<file path="config.mk">
export PLATFORM = sky130hd
export DESIGN_NAME = timestep_barrier
export DESIGN_NICKNAME = d
export VERILOG_FILES = /design/src/rtl/ts_pkg.sv /design/src/rtl/ts_done_tracker.sv /design/src/rtl/ts_flight_counter.sv /design/src/rtl/ts_barrier_fsm.sv /design/src/rtl/timestep_barrier.sv
export SDC_FILE = /design/constraint.sdc
export NUM_CORES = 1
export LEC_CHECK = 0
export BUFFER_PORTS_ARGS = -buffer_cell sky130_fd_sc_hd__buf_4
export CAP_MARGIN = 20
export CORE_MARGIN = 5
export CORE_UTILIZATION = 60
export CTS_CLUSTER_SIZE = 28
export DETAILED_ROUTE_END_ITERATION = 8
export GPL_TIMING_DRIVEN = 0
export PLACE_DENSITY = 0.91
export SETUP_SLACK_MARGIN = 0.05
export SLEW_MARGIN = 15
export SYNTH_ARGS = -nofsm -noshare
export SYNTH_HDL_FRONTEND = slang
export SYNTH_SLANG_ARGS = --single-unit
</file>
<file path="constraint.sdc">
create_clock -name clk -period 7.9 [get_ports clk]
set_input_delay 1.58 -clock clk [delete_from_list [all_inputs] [get_ports clk]]
set_output_delay 1.58 -clock clk [all_outputs]
set_load 0.03 [all_outputs]
</file>
<file path="src/rtl/ts_pkg.sv">
package ts_pkg;

    typedef enum logic [1:0] {
        PH_RUN    = 2'd0,
        PH_GATHER = 2'd1,
        PH_DRAIN  = 2'd2,
        PH_STEP   = 2'd3
    } phase_e;

    typedef struct packed {
        logic any_done;
        logic all_done;
    } gather_t;

    function automatic phase_e step_phase(input phase_e cur, input gather_t g, input logic drained);
        phase_e nxt;
        nxt = cur;
        case (cur)
            PH_RUN: begin
                if (g.all_done)      nxt = PH_DRAIN;
                else if (g.any_done) nxt = PH_GATHER;
            end
            PH_GATHER: if (g.all_done) nxt = PH_DRAIN;
            PH_DRAIN:  if (drained)    nxt = PH_STEP;
            PH_STEP:   nxt = PH_RUN;
            default:   nxt = PH_RUN;
        endcase
        return nxt;
    endfunction

endpackage

</file>
<file path="src/rtl/ts_done_tracker.sv">
module ts_done_tracker
    import ts_pkg::*;
#(
    parameter int N_CORES = 4
) (
    input  logic               clk,
    input  logic               rst,
    input  logic [N_CORES-1:0] core_en,
    input  logic [N_CORES-1:0] core_done,
    input  logic [N_CORES-1:0] spike_inj,
    input  logic               clear,
    output gather_t            gather,
    output logic               late_inj
);
    logic [N_CORES-1:0] seen_q;

    always_ff @(posedge clk) begin
        if (rst || clear) seen_q <= '0;
        else              seen_q <= seen_q | (core_done & core_en);
    end

    always_comb begin
        gather.all_done = &(seen_q | ~core_en);
        gather.any_done = |(seen_q & core_en);
        late_inj        = |(spike_inj & seen_q & core_en);
    end
endmodule

</file>
<file path="src/rtl/ts_flight_counter.sv">
module ts_flight_counter #(
    parameter int N_CORES  = 4,
    parameter int FLIGHT_W = 12
) (
    input  logic                clk,
    input  logic                rst,
    input  logic [N_CORES-1:0]  spike_inj,
    input  logic [N_CORES-1:0]  spike_dlv,
    output logic [FLIGHT_W-1:0] in_flight,
    output logic                drained,
    output logic                underflow
);
    localparam int CW = $clog2(N_CORES + 1);

    logic [CW-1:0]       n_in;
    logic [CW-1:0]       n_out;
    logic [FLIGHT_W:0]   sum;

    always_comb begin
        n_in  = '0;
        n_out = '0;
        for (int i = 0; i < N_CORES; i++) begin
            n_in  = n_in  + CW'(spike_inj[i]);
            n_out = n_out + CW'(spike_dlv[i]);
        end
    end

    assign sum       = {1'b0, in_flight} + (FLIGHT_W+1)'(n_in);
    assign underflow = sum < (FLIGHT_W+1)'(n_out);
    assign drained   = (in_flight == '0);

    always_ff @(posedge clk) begin
        if (rst || underflow) in_flight <= '0;
        else                  in_flight <= FLIGHT_W'(sum - (FLIGHT_W+1)'(n_out));
    end
endmodule

</file>
<file path="src/rtl/ts_barrier_fsm.sv">
module ts_barrier_fsm
    import ts_pkg::*;
#(
    parameter int N_CORES = 4,
    parameter int TS_W    = 32
) (
    input  logic               clk,
    input  logic               rst,
    input  logic [N_CORES-1:0] core_en,
    input  gather_t            gather,
    input  logic               drained,
    output phase_e             phase_q,
    output logic [TS_W-1:0]    ts_q,
    output logic [N_CORES-1:0] advance,
    output logic               clear_seen
);
    always_ff @(posedge clk) begin
        if (rst) begin
            phase_q <= PH_RUN;
            ts_q    <= '0;
        end else begin
            phase_q <= step_phase(phase_q, gather, drained);
            if (phase_q == PH_STEP) ts_q <= ts_q + 1'b1;
        end
    end

    assign clear_seen = (phase_q == PH_STEP);
    assign advance    = {N_CORES{clear_seen}} & core_en;
endmodule

</file>
<file path="src/rtl/timestep_barrier.sv">
module timestep_barrier
    import ts_pkg::*;
#(
    parameter int N_CORES  = 4,
    parameter int TS_W     = 32,
    parameter int FLIGHT_W = 12
) (
    input  logic               clk,
    input  logic               rst,
    input  logic [N_CORES-1:0] core_en,
    input  logic [N_CORES-1:0] core_done,
    input  logic [N_CORES-1:0] spike_inj,
    input  logic [N_CORES-1:0] spike_dlv,
    output logic [N_CORES-1:0] advance,
    output logic [TS_W-1:0]    timestep,
    output logic [1:0]         phase,
    output logic               proto_err
);
    gather_t             gather;
    logic                late_inj;
    logic                clear_seen;
    logic [FLIGHT_W-1:0] in_flight;
    logic                drained;
    logic                underflow;
    phase_e              phase_q;

    ts_done_tracker #(.N_CORES(N_CORES)) u_track (
        .clk(clk), .rst(rst), .core_en(core_en), .core_done(core_done),
        .spike_inj(spike_inj), .clear(clear_seen), .gather(gather), .late_inj(late_inj)
    );

    ts_flight_counter #(.N_CORES(N_CORES), .FLIGHT_W(FLIGHT_W)) u_flight (
        .clk(clk), .rst(rst), .spike_inj(spike_inj), .spike_dlv(spike_dlv),
        .in_flight(in_flight), .drained(drained), .underflow(underflow)
    );

    ts_barrier_fsm #(.N_CORES(N_CORES), .TS_W(TS_W)) u_fsm (
        .clk(clk), .rst(rst), .core_en(core_en), .gather(gather), .drained(drained),
        .phase_q(phase_q), .ts_q(timestep), .advance(advance), .clear_seen(clear_seen)
    );

    always_ff @(posedge clk) begin
        if (rst) proto_err <= 1'b0;
        else     proto_err <= proto_err | late_inj | underflow;
    end

    assign phase = phase_q;
endmodule

</file>
==> results.ini <==
[outcome]
status=complete, no violations

[grt]
grt_pass1_wl_um=12300
antenna_found_initial=0
use_met3_pct=3.55
grt_pass1_vias=2845
gr-usage-met1_pct=26.9
grt_overflow=0
use_met2_pct=42.6
groute.usage.overall_pct=23.3
grt.busiest_layer=met2
grt_max_degree=18

[critical_path]
crit_arrival_ns=5.20
cp-end-kind=flip-flop
cp-startpoint=spike_inj[0]
r2r_start=u_flight.in_flight[0]$_SDFF_PP0_
worst-setup-path-type=in2reg
crit_fanout=8
startpoint_type=input pin
r2r_slack_ns=4.74
worstReg2RegEnd=u_flight.in_flight[2]$_SDFF_PP0_
crit_required_ns=8.09
timing.reg2reg.worst_path_depth=11

[routing]
drt-total-wl_um=7320
dr.pass1.iters=5
vias_per_cell=5.73
final_antenna_net_count=0
drt_iter0_markers=188
drc_errors=0
vias=2840
wire_per_inst_um=14.8

[power_and_ir_drop]
power-per-cell-area_nw_per_um2=256
leakagePower_nw=1.54
finalPower_mw=0.938
ir_drop_v=0.000186

[cells_and_area]
area.growth.synth_to_final_pct=20.2
nNetsFinal=463
stdcell_area_um2=3670
n_antenna_cell=0
fillerInstances=399
drive_gt1_share_pct=19.2

[timing]
finalHoldViolations=0
rsz0062_at_grt=no
setup_viol=0
clock.fmax_mhz=200
slew_headroom_pct=52.0
min_period_ns=5.01
setup_tns_ns=0
worst_pin_slew_ns=0.716
slew_viol_final=0
fin_skew_ns=0.00841
period_share_pct=63.4

[synthesis]
synth_nets=401
synth_cell_type_count=55
yosysTopAreaCellShare_pct=33.4
yosys_most_used_dff=dfxtp_1
async_flop_share_pct=0
synth_largest_area_cell=dfxtp_1
synth_warnings=0
syn-mean-instance-area_um2=8.41
ys_seq_area_share_pct=33.4
ys_ff_latch=51
yosys-top-cells-area=dfxtp_1 (33%), ha_1 (6.6%), nor2_1 (6.3%)
synthCells=363
netlist_area_um2=3050
synth_edf_count=0
ys_top_cells_by_count=dfxtp_1 (51), nor2_1 (51), inv_1 (26)

[clock_tree]
cts_tree=done
clockBufferDepth=2
numCtsBuffers=5
post_cts_buffers=0
htreeDepth=2
cts_root_buffer=clkbuf_8
postCtsHoldBufs=0
cts.sinks=51
clkTransAtPathRegs_ns=0.09
clock_latency_ns=0.31
cts_resized=0

[floorplan]
fp.dieH_um=81.3
die-area_um2=6620
coreArea_um2=5010
ios=57
rows=26
die_w_um=81.3
initial_core_util_pct=61.0

[worst_hold_path]
hp-class=reg2reg
hp-start=u_fsm.ts_q[30]$_SDFFE_PP0P_
min_to=u_fsm.ts_q[30]$_SDFFE_PP0P_
min_path_cells=2

[flow_run]
drv_cap=0

[placement]
numPortBuffers=55
gp_congestion=0.950
placedInstanceArea_um2=3550
dpl.hpwl_um=5600

-- area by class of cell --
| class | count | area [um2] | area share (%) |
|---|---|---|---|
| plain buffers | 12 | 60.1 | 1.64 |
| multi-input cells | 274 | 1880 | 51.1 |
| clock buffers | 5 | 68.8 | 1.88 |
| flip-flops and latches | 51 | 1020 | 27.8 |
| inverters | 26 | 97.6 | 2.66 |
| repair buffers | 55 | 413 | 11.3 |
| well taps | 70 | 87.6 | 2.39 |
| clock inverters | 3 | 46.3 | 1.26 |
-- logic make-up after synthesis --
group,after synthesis,share of synthesized area (%)
buffers and inverters,38,5.16
AND/OR/NAND/NOR,158,26.4
adder cells (fa/ha/maj),20,9.18
AO/OA/AOI/OAI,48,11.7
XOR/XNOR,40,11.5
multiplexers,8,2.66
flip-flops,51,33.4
-- registers in the layout, indices dropped and copies added (netlist names) --
| name | cells |
|---|---|
| u_fsm.phase_q | 2 |
| u_flight.in_flight | 12 |
| u_fsm.ts_q | 32 |
| proto_err | 1 |
| u_track.seen_q | 4 |
-- stage by stage --
step	cells	hold slack, ns	worst slack, ns	util (%)
after detailed placement	488	0.522	2.57	71.0
final	496	0.539	2.89	73.3
after global placement	488	0.494	2.69	71.0
after floorplan	363	0.496	3.07	-
after global routing	496	0.571	2.69	73.3
after CTS	496	0.542	2.89	73.3
-- power breakdown --
part           internal (mW)  switching (mW)
Combinational          0.192           0.242
Sequential             0.288          0.0276
Clock                 0.0955          0.0925
Total                  0.576           0.362
-- layer usage --
| layer | vias up | share of wire (%) |
|---|---|---|
| met5 | - | 0 |
| met4 | 0 | 2.3 |
| met3 | 18 | 6.2 |
| met2 | 106 | 52 |
| met1 | 1345 | 40 |
| li1 | 1371 | - |
-- cell usage in the layout, fill, tap and decap left out, types with 2 or more instances in the layout --
master	count
buf_4	56
nor2_1	51
dfxtp_1	51
inv_1	26
nand2_1	22
xor2_1	21
xnor2_1	19
nand3_1	16
ha_1	16
nor3_1	14
nand4_1	10
a21oi_1	10
o21ai_0	9
and2_1	8
clkbuf_1	7
nor4_1	7
nor2b_1	7
mux2i_1	7
a31oi_1	5
clkbuf_8	5
and3_1	4
fa_1	4
or3_1	3
buf_2	3
a2111oi_0	3
and4_1	2
nand2b_1	2
a211oi_4	2
o211ai_1	2
a21o_1	2
a211oi_1	2
a31o_2	2
o21a_1	2
-- worst max-delay path by stage --
stage                                        endpoint  cells past startpoint
finish               u_flight.in_flight[2]$_SDFF_PP0_                     16
detailed placement   u_flight.in_flight[2]$_SDFF_PP0_                     16
global placement     u_flight.in_flight[2]$_SDFF_PP0_                     16
floorplan           u_flight.in_flight[11]$_SDFF_PP0_                     15
global route         u_flight.in_flight[2]$_SDFF_PP0_                     16
CTS                  u_flight.in_flight[2]$_SDFF_PP0_                     16
-- critical path, stage by stage --
cell      delay (ns)
buf_4           0.12
ha_1            0.29
inv_1           0.07
fa_1            0.41
inv_1           0.07
ha_1            0.21
inv_1           0.07
fa_1            0.55
inv_1           0.06
ha_1            0.28
nor2b_1         0.12
o21ai_0         0.14
or2b_2          0.37
a211oi_4        0.38
a31o_2          0.35
nor3_1          0.11
(Power assumes the default switching activity.)
